==> config.mk <==
export PLATFORM = sky130hd
export DESIGN_NAME = tomasulo_rs_core
export DESIGN_NICKNAME = d
export VERILOG_FILES = /design/src/rtl/tomasulo_pkg.sv /design/src/rtl/rs_station.sv /design/src/rtl/rs_status.sv /design/src/rtl/rs_oldest_pick.sv /design/src/rtl/tomasulo_rs_core.sv
export SDC_FILE = /design/constraint.sdc
export NUM_CORES = 1
export LEC_CHECK = 0
export ABC_AREA = 1
export BUFFER_PORTS_ARGS = -buffer_cell sky130_fd_sc_hd__buf_2
export CELL_PAD_IN_SITES_DETAIL_PLACEMENT = 0
export CELL_PAD_IN_SITES_GLOBAL_PLACEMENT = 1
export CORE_MARGIN = 2
export CORE_UTILIZATION = 31
export CTS_CLUSTER_SIZE = 8
export DETAILED_ROUTE_END_ITERATION = 10
export PLACE_DENSITY_LB_ADDON = 0.05
export SLEW_MARGIN = 10
export SYNTH_ARGS = -nofsm -noshare
export SYNTH_HDL_FRONTEND = slang
export SYNTH_HIERARCHICAL = 1
export SYNTH_SLANG_ARGS = --single-unit
==> constraint.sdc <==
create_clock -name clk -period 6.61 [get_ports clk]
set_input_delay 0.661 -clock clk [delete_from_list [all_inputs] [get_ports clk]]
set_output_delay 0.661 -clock clk [all_outputs]
set_load 0.05 [all_outputs]
==> src/rtl/tomasulo_pkg.sv <==
package tomasulo_pkg;
    parameter int RS_COUNT  = 4;
    parameter int REG_COUNT = 8;
    parameter int DATA_W    = 16;
    parameter int OP_W      = 3;
    parameter int ADDR_W    = 8;

    localparam int TAG_W = $clog2(RS_COUNT + 1);
    localparam int IDX_W = (RS_COUNT > 1) ? $clog2(RS_COUNT) : 1;
    localparam int REG_W = (REG_COUNT > 1) ? $clog2(REG_COUNT) : 1;

    typedef logic [TAG_W-1:0]  tag_t;
    typedef logic [DATA_W-1:0] data_t;
    typedef logic [REG_W-1:0]  reg_t;

    localparam tag_t NO_TAG = '0;

    typedef struct packed {
        logic              busy;
        logic              sent;
        logic [OP_W-1:0]   op;
        data_t             vj;
        data_t             vk;
        tag_t              qj;
        tag_t              qk;
        logic [ADDR_W-1:0] addr;
    } rs_entry_t;

    typedef struct packed {
        tag_t  q;
        data_t v;
    } operand_t;

    function automatic tag_t slot_tag(int idx);
        return tag_t'(idx + 1);
    endfunction

    // Source capture at issue: register file, same-cycle broadcast, or wait on tag
    function automatic operand_t resolve_src(tag_t pending, data_t rf_val,
                                             logic bc_valid, tag_t bc_tag, data_t bc_val);
        operand_t o;
        if (pending == NO_TAG) begin
            o.q = NO_TAG;
            o.v = rf_val;
        end else if (bc_valid && bc_tag == pending) begin
            o.q = NO_TAG;
            o.v = bc_val;
        end else begin
            o.q = pending;
            o.v = '0;
        end
        return o;
    endfunction
endpackage

==> src/rtl/rs_station.sv <==
module rs_station
    import tomasulo_pkg::*;
#(
    parameter tag_t MY_TAG = tag_t'(1)
) (
    input  logic      clk,
    input  logic      rst,
    input  logic      alloc,
    input  rs_entry_t new_entry,
    input  logic      cdb_valid,
    input  tag_t      cdb_tag,
    input  data_t     cdb_value,
    input  logic      chosen,
    output rs_entry_t entry
);
    rs_entry_t nxt;

    always_comb begin
        nxt = entry;
        if (alloc) begin
            nxt = new_entry;
        end else begin
            if (cdb_valid && entry.busy) begin
                if (entry.qj != NO_TAG && entry.qj == cdb_tag) begin
                    nxt.vj = cdb_value;
                    nxt.qj = NO_TAG;
                end
                if (entry.qk != NO_TAG && entry.qk == cdb_tag) begin
                    nxt.vk = cdb_value;
                    nxt.qk = NO_TAG;
                end
                if (cdb_tag == MY_TAG) begin
                    nxt.busy = 1'b0;
                end
            end
            if (chosen) begin
                nxt.sent = 1'b1;
            end
        end
    end

    always_ff @(posedge clk) begin
        if (rst) entry <= '0;
        else     entry <= nxt;
    end

    AST_CAPTURE_J: assert property (@(posedge clk) disable iff (rst)
        (!alloc && entry.busy && cdb_valid && entry.qj != NO_TAG && entry.qj == cdb_tag)
        |=> (entry.qj == NO_TAG && entry.vj == $past(cdb_value)));
    AST_CAPTURE_K: assert property (@(posedge clk) disable iff (rst)
        (!alloc && entry.busy && cdb_valid && entry.qk != NO_TAG && entry.qk == cdb_tag)
        |=> (entry.qk == NO_TAG && entry.vk == $past(cdb_value)));
    AST_FREE_ON_OWN_TAG: assert property (@(posedge clk) disable iff (rst)
        (!alloc && entry.busy && cdb_valid && cdb_tag == MY_TAG) |=> !entry.busy);
    AST_HOLD_UNTIL_DONE: assert property (@(posedge clk) disable iff (rst)
        (entry.busy && !(cdb_valid && cdb_tag == MY_TAG)) |=> entry.busy);
endmodule

==> src/rtl/rs_status.sv <==
module rs_status
    import tomasulo_pkg::*;
(
    input  logic  clk,
    input  logic  rst,
    input  logic  wr_en,
    input  reg_t  wr_reg,
    input  tag_t  wr_tag,
    input  reg_t  rd1,
    input  reg_t  rd2,
    output tag_t  stat1,
    output tag_t  stat2,
    input  logic  cdb_valid,
    input  tag_t  cdb_tag,
    output logic  rf_we,
    output reg_t  rf_waddr
);
    tag_t tab [REG_COUNT];

    assign stat1 = tab[rd1];
    assign stat2 = tab[rd2];

    always_comb begin
        rf_we    = 1'b0;
        rf_waddr = '0;
        for (int r = 0; r < REG_COUNT; r++) begin
            if (cdb_valid && cdb_tag != NO_TAG && tab[r] == cdb_tag) begin
                rf_we    = 1'b1;
                rf_waddr = reg_t'(r);
            end
        end
    end

    always_ff @(posedge clk) begin
        for (int r = 0; r < REG_COUNT; r++) begin
            if (rst)
                tab[r] <= NO_TAG;
            else if (wr_en && wr_reg == reg_t'(r))
                tab[r] <= wr_tag;
            else if (cdb_valid && cdb_tag != NO_TAG && tab[r] == cdb_tag)
                tab[r] <= NO_TAG;
        end
    end

    AST_RENAME_DST: assert property (@(posedge clk) disable iff (rst)
        wr_en |=> (tab[$past(wr_reg)] == $past(wr_tag)));
    AST_STATUS_CLEARED: assert property (@(posedge clk) disable iff (rst)
        (rf_we && !(wr_en && wr_reg == rf_waddr)) |=> (tab[$past(rf_waddr)] == NO_TAG));
endmodule

==> src/rtl/rs_oldest_pick.sv <==
module rs_oldest_pick
    import tomasulo_pkg::*;
(
    input  logic                clk,
    input  logic                rst,
    input  logic                alloc_en,
    input  logic [IDX_W-1:0]    alloc_idx,
    input  logic [RS_COUNT-1:0] elig,
    output logic                sel_valid,
    output logic [IDX_W-1:0]    sel_idx
);
    // older[i][j] set: station i entered before station j
    logic [RS_COUNT-1:0] older [RS_COUNT];
    logic [RS_COUNT-1:0] win;

    always_comb begin
        for (int i = 0; i < RS_COUNT; i++) begin
            win[i] = elig[i];
            for (int j = 0; j < RS_COUNT; j++) begin
                if (j != i && elig[j] && older[j][i]) win[i] = 1'b0;
            end
        end
        sel_idx = '0;
        for (int i = RS_COUNT - 1; i >= 0; i--) begin
            if (win[i]) sel_idx = IDX_W'(i);
        end
        sel_valid = |elig;
    end

    always_ff @(posedge clk) begin
        for (int i = 0; i < RS_COUNT; i++) begin
            for (int j = 0; j < RS_COUNT; j++) begin
                if (rst)
                    older[i][j] <= 1'b0;
                else if (alloc_en && alloc_idx == IDX_W'(j) && i != j)
                    older[i][j] <= 1'b1;
                else if (alloc_en && alloc_idx == IDX_W'(i))
                    older[i][j] <= 1'b0;
            end
        end
    end

    AST_SINGLE_WINNER: assert property (@(posedge clk) disable iff (rst)
        $onehot0(win));
    AST_WINNER_EXISTS: assert property (@(posedge clk) disable iff (rst)
        (|elig) |-> (|win));
endmodule

==> src/rtl/tomasulo_rs_core.sv <==
module tomasulo_rs_core
    import tomasulo_pkg::*;
(
    input  logic                 clk,
    input  logic                 rst,
    input  logic                 iss_valid,
    input  logic [OP_W-1:0]      iss_op,
    input  logic [REG_W-1:0]     iss_dst,
    input  logic [REG_W-1:0]     iss_src1,
    input  logic [REG_W-1:0]     iss_src2,
    input  logic                 iss_store,
    input  logic [ADDR_W-1:0]    iss_addr,
    input  logic [DATA_W-1:0]    rf_val1,
    input  logic [DATA_W-1:0]    rf_val2,
    output logic                 iss_ready,
    output logic [TAG_W-1:0]     iss_tag,
    input  logic                 cdb_valid,
    input  logic [TAG_W-1:0]     cdb_tag,
    input  logic [DATA_W-1:0]    cdb_value,
    output logic                 disp_valid,
    output logic [TAG_W-1:0]     disp_tag,
    output logic [OP_W-1:0]      disp_op,
    output logic [DATA_W-1:0]    disp_vj,
    output logic [DATA_W-1:0]    disp_vk,
    output logic [ADDR_W-1:0]    disp_addr,
    output logic                 rf_we,
    output logic [REG_W-1:0]     rf_waddr,
    output logic [DATA_W-1:0]    rf_wdata
);
    rs_entry_t           entries [RS_COUNT];
    logic [RS_COUNT-1:0] busy_vec;
    logic [RS_COUNT-1:0] elig;
    logic [IDX_W-1:0]    alloc_idx;
    logic [IDX_W-1:0]    sel_idx;
    logic                sel_valid;
    logic                fire;
    tag_t                stat1, stat2;
    rs_entry_t           new_entry;
    operand_t            op_j, op_k;

    always_comb begin
        alloc_idx = '0;
        for (int i = RS_COUNT - 1; i >= 0; i--) begin
            if (!busy_vec[i]) alloc_idx = IDX_W'(i);
        end
    end

    assign iss_ready = ~&busy_vec;
    assign iss_tag   = tag_t'(alloc_idx) + tag_t'(1);
    assign fire      = iss_valid && iss_ready;

    rs_status u_status (
        .clk      (clk),
        .rst      (rst),
        .wr_en    (fire && !iss_store),
        .wr_reg   (iss_dst),
        .wr_tag   (iss_tag),
        .rd1      (iss_src1),
        .rd2      (iss_src2),
        .stat1    (stat1),
        .stat2    (stat2),
        .cdb_valid(cdb_valid),
        .cdb_tag  (cdb_tag),
        .rf_we    (rf_we),
        .rf_waddr (rf_waddr)
    );
    assign rf_wdata = cdb_value;

    always_comb begin
        op_j = resolve_src(stat1, rf_val1, cdb_valid, cdb_tag, cdb_value);
        op_k = resolve_src(stat2, rf_val2, cdb_valid, cdb_tag, cdb_value);
        new_entry      = '0;
        new_entry.busy = 1'b1;
        new_entry.op   = iss_op;
        new_entry.addr = iss_addr;
        new_entry.vj   = op_j.v;
        new_entry.qj   = op_j.q;
        new_entry.vk   = op_k.v;
        new_entry.qk   = op_k.q;
    end

    for (genvar g = 0; g < RS_COUNT; g++) begin : g_station
        rs_station #(.MY_TAG(slot_tag(g))) u_station (
            .clk      (clk),
            .rst      (rst),
            .alloc    (fire && alloc_idx == IDX_W'(g)),
            .new_entry(new_entry),
            .cdb_valid(cdb_valid),
            .cdb_tag  (cdb_tag),
            .cdb_value(cdb_value),
            .chosen   (sel_valid && sel_idx == IDX_W'(g)),
            .entry    (entries[g])
        );
        assign busy_vec[g] = entries[g].busy;
        assign elig[g]     = entries[g].busy && !entries[g].sent &&
                             entries[g].qj == NO_TAG && entries[g].qk == NO_TAG;
    end

    rs_oldest_pick u_pick (
        .clk      (clk),
        .rst      (rst),
        .alloc_en (fire),
        .alloc_idx(alloc_idx),
        .elig     (elig),
        .sel_valid(sel_valid),
        .sel_idx  (sel_idx)
    );

    assign disp_valid = sel_valid;
    assign disp_tag   = tag_t'(sel_idx) + tag_t'(1);
    assign disp_op    = entries[sel_idx].op;
    assign disp_vj    = entries[sel_idx].vj;
    assign disp_vk    = entries[sel_idx].vk;
    assign disp_addr  = entries[sel_idx].addr;

    AST_ALLOC_TAKES_FREE: assert property (@(posedge clk) disable iff (rst)
        fire |=> busy_vec[$past(alloc_idx)]);
    AST_WRITE_NEEDS_BROADCAST: assert property (@(posedge clk) disable iff (rst)
        rf_we |-> (cdb_valid && cdb_tag != NO_TAG));
    AST_DISPATCH_ONCE: assert property (@(posedge clk) disable iff (rst)
        disp_valid |=> !(disp_valid && disp_tag == $past(disp_tag)));
endmodule

Yosys cells after proc, flatten, opt, wreduce, memory -nomap -nowiden
Memory sizes are Yosys's and may differ from the RTL's.
Cells that the tools add are included.
{"block": "word_totals", "register_bits": 204, "ram_bits": 40, "in_bits": 76, "out_inout_bits": 71, "word_cells": 475, "memories": 2}
{"memory": "u_status.tab", "depth": 8, "word_bits": 3, "read_ports": 10, "rd_ports_with_merged_regs": 0, "wr": 8, "line": "rs_status.sv:18", "rtl": "tag_t tab [REG_COUNT];"}
{"memory": "u_pick.older", "depth": 4, "word_bits": 4, "read_ports": 4, "rd_ports_with_merged_regs": 0, "wr": 4, "line": "rs_oldest_pick.sv:13", "rtl": "logic [RS_COUNT-1:0] older [RS_COUNT];"}
{"block": "op_classes", "n_addsub": 2, "order_cmp": 1, "eq_ne": 35, "n_mux": 231, "bitwise": 45, "n_reduce_logical": 127}
{"operator": "38-bit 2-to-1 mux", "count": 8}
{"operator": "1-bit 2-to-1 mux", "count": 166}
{"operator": "16-bit 2-to-1 mux", "count": 8}
{"operator": "51-bit binary-select mux with 2-bit select", "count": 1}
{"operator": "49-bit 2-to-1 mux", "count": 2}
{"operator": "3-bit 2-to-1 mux", "count": 28}
{"operator": "19-bit 2-to-1 mux", "count": 4}
{"operator": "1-bit logical AND", "count": 65}
{"operator": "3-bit equality test", "count": 18}
{"operator": "1-bit OR", "count": 44}
{"operator": "3-bit logical NOT", "count": 11}
{"operator": "2-bit nonzero test", "count": 16}
{"operator": "2-bit 2-to-1 mux", "count": 14}
{"operator": "3-bit nonzero test", "count": 9}
{"operator": "2-bit AND reduction", "count": 12}
{"operator": "3-bit equality test, second input constant", "count": 5}
{"operator": "3-bit by 2-bit equality test with 1-bit output, second input constant", "count": 4}
{"operator": "2-bit equality test, second input constant", "count": 4}
{"operator": "2-bit OR reduction", "count": 4}
{"operator": "2-bit by 1-bit adder with 3-bit output, second input constant", "count": 2}
{"operator": "3-bit by 1-bit equality test with 1-bit output, second input constant", "count": 2}
{"operator": "1-bit logical NOT", "count": 6}
{"operator": "2-bit by 1-bit equality test with 1-bit output, second input constant", "count": 2}
{"operator": "2-bit logical NOT", "count": 2}
{"operator": "4 further kinds", "count": 4}

Longest topological paths before layout
{"block": "logic_depth", "ltp_word": 16, "mapped_depth": 17}

By module
Netlist, hierarchy kept.
{"module": "rs_station at g_station[0].u_station ...", "instances": 2, "cells_per_inst": 345, "area_per_inst_um2": 2446.1, "seq_area_each_um2": 1021.0}
{"module": "tomasulo_rs_core", "instances": 1, "cells_per_inst": 531, "area_per_inst_um2": 2542.4, "seq_area_each_um2": 0.0}
{"module": "rs_station at g_station[2].u_station", "instances": 1, "cells_per_inst": 345, "area_per_inst_um2": 2451.1, "seq_area_each_um2": 1021.0}
{"module": "rs_station at g_station[3].u_station", "instances": 1, "cells_per_inst": 345, "area_per_inst_um2": 2444.8, "seq_area_each_um2": 1021.0}
{"module": "rs_status", "instances": 1, "cells_per_inst": 262, "area_per_inst_um2": 1821.7, "seq_area_each_um2": 720.7}
{"module": "rs_oldest_pick", "instances": 1, "cells_per_inst": 78, "area_per_inst_um2": 659.4, "seq_area_each_um2": 360.3}

Worst setup path after synthesis
No wires, ideal clock.
{"block": "synth_timing", "path_kind": "reg2out", "startpoint": "reg g_station[1].u_station/entry[50] (netlist name)", "endpoint": "out disp_addr[3]", "arrival_ns": 2.686, "path_slack_ns": 3.263, "stages_incl_launch_ff": 13, "path_buffers": 2, "cell_sequence": "dfxtp_1 > nand2_1 > nor4_1 > nand2_1 > nand2_1 > inv_1 > nand2_1 > nand2_1 > a21oi_2 > buf_2 > buf_2 > nor2_1 > o22ai_1"}
{"block": "synth_via", "elab_chain_len": 14}
{"element": "start: declaration", "line": "rs_station.sv:14", "rtl": "output rs_entry_t entry"}
{"element": "start signal: assignment", "line": "rs_station.sv:44", "rtl": "else entry <= nxt;"}
{"element": "1-bit logical AND (*) (2 in series)", "line": "tomasulo_rs_core.sv:95", "rtl": "assign elig[g] = entries[g].busy && !entries[g].sent &&"}
{"element": "1-bit logical AND (*)", "line": "tomasulo_rs_core.sv:96", "rtl": "entries[g].qj == NO_TAG && entries[g].qk == NO_TAG;"}
{"element": "net elig[1]", "line": "tomasulo_rs_core.sv:32", "rtl": "logic [RS_COUNT-1:0] elig;"}
{"element": "1-bit logical AND", "line": "rs_oldest_pick.sv:20", "rtl": "if (j != i && elig[j] && older[j][i]) win[i] = 1'b0;"}
{"element": "1-bit 2-to-1 mux (2 in series)", "line": "rs_oldest_pick.sv:20"}
{"element": "2-bit 2-to-1 mux (3 in series)", "line": "rs_oldest_pick.sv:25", "rtl": "if (win[i]) sel_idx = IDX_W'(i);"}
{"element": "2-bit 2-to-1 mux (*)", "line": "rs_oldest_pick.sv:25"}
{"element": "net sel_idx[0]", "line": "tomasulo_rs_core.sv:34", "rtl": "logic [IDX_W-1:0] sel_idx;"}
{"element": "2-bit NOT with 3-bit output (implied by the code) (*)", "line": "tomasulo_rs_core.sv:114", "rtl": "assign disp_addr = entries[sel_idx].addr;"}
{"element": "51-bit binary-select mux with 2-bit select (*)", "line": "tomasulo_rs_core.sv:114"}
{"element": "49-bit 2-to-1 mux (implied by the code) (*) (2 in series)", "line": "tomasulo_rs_core.sv:114"}
{"element": "end: declaration", "line": "tomasulo_rs_core.sv:25", "rtl": "output logic [ADDR_W-1:0] disp_addr,"}
The timed path passes the listed nets; every way through them passes the cells marked *. The select of a mux whose other input is x is not followed.

Worst setup path after layout
{"block": "layout_timing", "startpoint": "reg g_station[0].u_station/entry[50] (netlist name)", "endpoint": "out disp_vk[11]"}
{"block": "layout_via", "elab_chain_len": 15}
{"element": "start: declaration", "line": "rs_station.sv:14"}
{"element": "start signal: assignment", "line": "rs_station.sv:44"}
{"element": "1-bit logical AND (*) (2 in series)", "line": "tomasulo_rs_core.sv:95"}
{"element": "1-bit logical AND (*)", "line": "tomasulo_rs_core.sv:96"}
{"element": "net elig[0]", "line": "tomasulo_rs_core.sv:32"}
{"element": "1-bit logical AND", "line": "rs_oldest_pick.sv:20"}
{"element": "1-bit 2-to-1 mux (3 in series)", "line": "rs_oldest_pick.sv:20"}
{"element": "2-bit 2-to-1 mux (3 in series)", "line": "rs_oldest_pick.sv:25"}
{"element": "2-bit 2-to-1 mux (*)", "line": "rs_oldest_pick.sv:25"}
{"element": "net sel_idx[0]", "line": "tomasulo_rs_core.sv:34"}
{"element": "2-bit NOT with 3-bit output (implied by the code) (*)", "line": "tomasulo_rs_core.sv:113", "rtl": "assign disp_vk = entries[sel_idx].vk;"}
{"element": "51-bit binary-select mux with 2-bit select (*)", "line": "tomasulo_rs_core.sv:113"}
{"element": "49-bit 2-to-1 mux (*) (2 in series)"}
{"element": "end: declaration", "line": "tomasulo_rs_core.sv:24", "rtl": "output logic [DATA_W-1:0] disp_vk,"}
Marks and branches as above.

==> impl_metrics.env <==
export IMPL_power_mw=4.32
export IMPL_synth_area_per_cell_um2=6.58
export IMPL_drc=0
export IMPL_antenna_found_initial=2
export IMPL_globalplace_congestion=0.846
export IMPL_htreeDepth=2
export IMPL_slew_viol_final=0
export IMPL_cp_arrival_ns=4.28
export IMPL_skew_ns=0.0242
export IMPL_hold_class="primary input to flip-flop"
export IMPL_path_buf_inv=3
export IMPL_crit_path_max_incr_delay_ns=0.76
export IMPL_min_from="iss_addr[4]"
export IMPL_synthArstFlopShare_pct=0
export IMPL_end_kind="output pin"
export IMPL_max_freq_mhz=202
export IMPL_tightestPinTransition_ns=1.01
export IMPL_crit_type="flip-flop to output pin"
export IMPL_p_leak_nw=7.28
export IMPL_peakVddDrop_mv=0.136
export IMPL_cts_hold_repair_buffers=0
export IMPL_finalCritPeriodShare_pct=74.8
export IMPL_n_fill_cell=5205
export IMPL_path_clk_slew_ns=0.05
export IMPL_min_to="g_station[1].u_station/entry[4]$_SDFFE_PP0P_"
export IMPL_dp_cells=2888
export IMPL_slew_limit_headroom_pct=32.9
export IMPL_crit_path_start_kind="flip-flop"
export IMPL_worst_path_most_repeated_cell="nand2_1"
export IMPL_status="finished clean"
export IMPL_dieArea_mm2=0.0495
export IMPL_drv_cap=0
export IMPL_track_usage_pct=25.1
export IMPL_synthesis_area_mm2=0.0148
export IMPL_worst_r2r_endpoint="g_station[0].u_station/entry[26]$_SDFFE_PP0P_"
export IMPL_ys_warn_count=6
export IMPL_hpwl_um=41900
export IMPL_tns_ns=0
export IMPL_rr_worst_depth=15
export IMPL_seq_area_frac_synth_pct=34.9
export IMPL_clk_latency_ns=0.56
export IMPL_cp_max_fo=48
export IMPL_die_x_um=223
export IMPL_cp_required_ns=5.95
export IMPL_rows=80
export IMPL_multi_input_area_mm2=0.00841
export IMPL_synth_distinct_cells=40
export IMPL_worstPathCellList="nand2_1 -> nor4_1 -> a21oi_1 -> nand2_1 -> nand2_1 -> a21oi_4 -> inv_2 -> buf_4 -> o21ai_0 -> o22ai_1 -> buf_2"
export IMPL_syn_instance_count=2251
export IMPL_drt_pass1_iter_count=6
export IMPL_powerDensity_mw_per_mm2=257
export IMPL_syn_to_final_growth_pct=13.1
export IMPL_ys_seq_elements=240
export IMPL_grt_pass1_wl_um=93900
export IMPL_postCtsResizedCells=0
export IMPL_n_antenna_cell=0
export IMPL_fin_cells=2941
export IMPL_drive_above_1_share_pct=17.5
export IMPL_drt_iter0_drc=1243
export IMPL_synth_flop_cell="dfxtp_1"
export IMPL_overflow=0
export IMPL_post_cts_buffers=0
export IMPL_viasPerCell=5.19
export IMPL_grt_pass1_vias=14801
export IMPL_core_mm2=0.0474
export IMPL_ctsRootBufferMaster="clkbuf_16"
export IMPL_rrSetupSlack_ns=2.71
export IMPL_wire_per_inst_um=21.3
export IMPL_clock_path_buffers=3
export IMPL_finalWirelength_um=62800
export IMPL_seqCellArea_mm2=0.00516
export IMPL_reg2reg_from="g_station[3].u_station/entry[50]$_SDFFE_PP0P_"
export IMPL_slowest_stage="a21oi_4"
export IMPL_cts_tree="yes"
export IMPL_vias=15266
export IMPL_setup_viol=0
export IMPL_io_buffers=146
export IMPL_crit_family="compound AO/OA/AOI/OAI gates"
export IMPL_start_util_pct=31.2
export IMPL_hold_viol_final=0
export IMPL_min_path_cells=3
export IMPL_final_antenna_net_count=0
export IMPL_io_pins=147
export IMPL_die_h_um=223
export IMPL_nNetsFinal=2396
export IMPL_clock_sinks=240
export IMPL_final_util_pct=35.3
export IMPL_fin_hold_ws_ns=0.394
export IMPL_grt_max_degree=71
export IMPL_cts_buffers=37
export IMPL_period_needed_ns=4.94
export IMPL_rsz0062_at_grt="no"
export IMPL_synth_edff_count=36
==> cell usage after synthesis (2+ instances only) <==
master / instances / share of area, %
nand2_1: 658 / 17
nor2_1: 318 / 8.1
dfxtp_1: 204 / 28
nand3_1: 174 / 5.9
o21ai_0: 165 / 5.6
a21oi_1: 137 / 4.6
inv_1: 101 / 2.6
nand2_2: 74 / 3.1
clkbuf_1: 66 / 1.7
a21oi_2: 61 / 3.6
buf_2: 46 / 1.6
o22ai_1: 43 / 1.8
edfxtp_1: 36 / 7.3
buf_4: 25 / 1.3
a21boi_0: 20 / 1.0
inv_2: 16 / 0.41
nor2_4: 12 / 0.91
nor3_1: 12 / 0.41
xnor2_1: 11 / 0.65
ha_1: 8 / 0.68
nand2_4: 8 / 0.61
nand3_4: 8 / 0.95
a31oi_1: 6 / 0.25
buf_12: 5 / 0.68
buf_6: 5 / 0.38
nand4_1: 4 / 0.17
xor2_1: 4 / 0.24
buf_8: 3 / 0.30
nor2_2: 3 / 0.13
o31ai_1: 3 / 0.15
and3_1: 2 / 0.084
conb_1: 2 / 0.051
nor4_1: 2 / 0.084
or2_0: 2 / 0.084
or2_2: 2 / 0.084
==> per-layer routing <==
layer  global-route usage, %  up-vias  wire [µm]
met5                       0        -          0
met4                    8.36        0       1820
met3                    3.17       92       3200
met2                    40.6      448      28400
met1                    34.6     7318      29300
li1                        -     7408          -
==> flip-flops by register name, indices dropped and copies added, names as in the netlist <==
signal,cells
u_pick/older,12
g_station.u_station/entry,204
u_status/tab,24
==> report_power, final <==
part | switching (mW) | leakage (nW) | internal (mW)
Clock | 0.721 | 0.525 | 1.11
Sequential | 0.0359 | 2.03 | 1.54
Combinational | 0.699 | 4.72 | 0.212
==> cells in the final DEF, fill, tap and decap left out, types with 41 or more instances in the layout <==
master,n
o22ai_1,43
o21ai_0,165
nand2_1,658
buf_2,145
inv_1,96
a21oi_1,137
nor2_1,313
dfxtp_1,204
nand2_2,74
a21oi_2,60
nand3_1,174
clkbuf_16,41
==> through the flow <==
step,cell area (µm²),setup slack (ns)
floorplan,14800,3.26
global placement,15700,2.31
detailed placement,15700,2.27
CTS,16800,1.67
global route,16800,1.36
finish,16800,1.67
==> area by class of cell <==
cell class,count,area share [%]
Multi-Input combinational cell,1750,50.2
Sequential cell,240,30.8
Clock buffer,51,6.35
Timing Repair Buffer,166,5.37
Tap cell,615,4.59
Inverter,117,2.62
Clock inverter,2,0.0821
==> worst reg2reg max path, stage by stage, from the launching register on <==
cell and delay [ns]:
dfxtp_1 0.36, nand2_1 0.17, inv_1 0.06, nor2_1 0.57, inv_1 0.15, ha_1 0.22
inv_1 0.09, nor2_4 0.04, buf_4 0.35, inv_2 0.69, buf_4 0.51, nand2_1 0.15
a21boi_0 0.17, nand2_1 0.12, nand2_1 0.06, nor2_1 0.13
==> how the worst max path moves through the flow <==
stage / from / endpoint / depth (start not counted) / slack, ns
2_1_floorplan: g_station[1].u_station/entry[50]$_SDFFE_PP0P_ / disp_addr[3] / 12 / 3.26
3_3_place_gp: g_station[1].u_station/entry[8]$_SDFFE_PP0P_ / disp_vk[11] / 14 / 2.31
3_5_place_dp: g_station[0].u_station/entry[8]$_SDFFE_PP0P_ / disp_vk[11] / 12 / 2.27
4_1_cts: g_station[0].u_station/entry[50]$_SDFFE_PP0P_ / disp_vk[11] / 11 / 1.67
5_1_grt: g_station[0].u_station/entry[50]$_SDFFE_PP0P_ / disp_vk[11] / 11 / 1.36
6_report: g_station[0].u_station/entry[50]$_SDFFE_PP0P_ / disp_vk[11] / 11 / 1.67
==> logic make-up after synthesis <==
family	share of synthesized area [%]
buffers and inverters	8.82
AND/OR/NAND/NOR	37.6
adder cells (fa/ha/maj)	0.676
XOR/XNOR	0.887
other	0.0507
AO/OA/AOI/OAI	17.0
flip-flops	34.9
(Power assumes the default switching activity.)
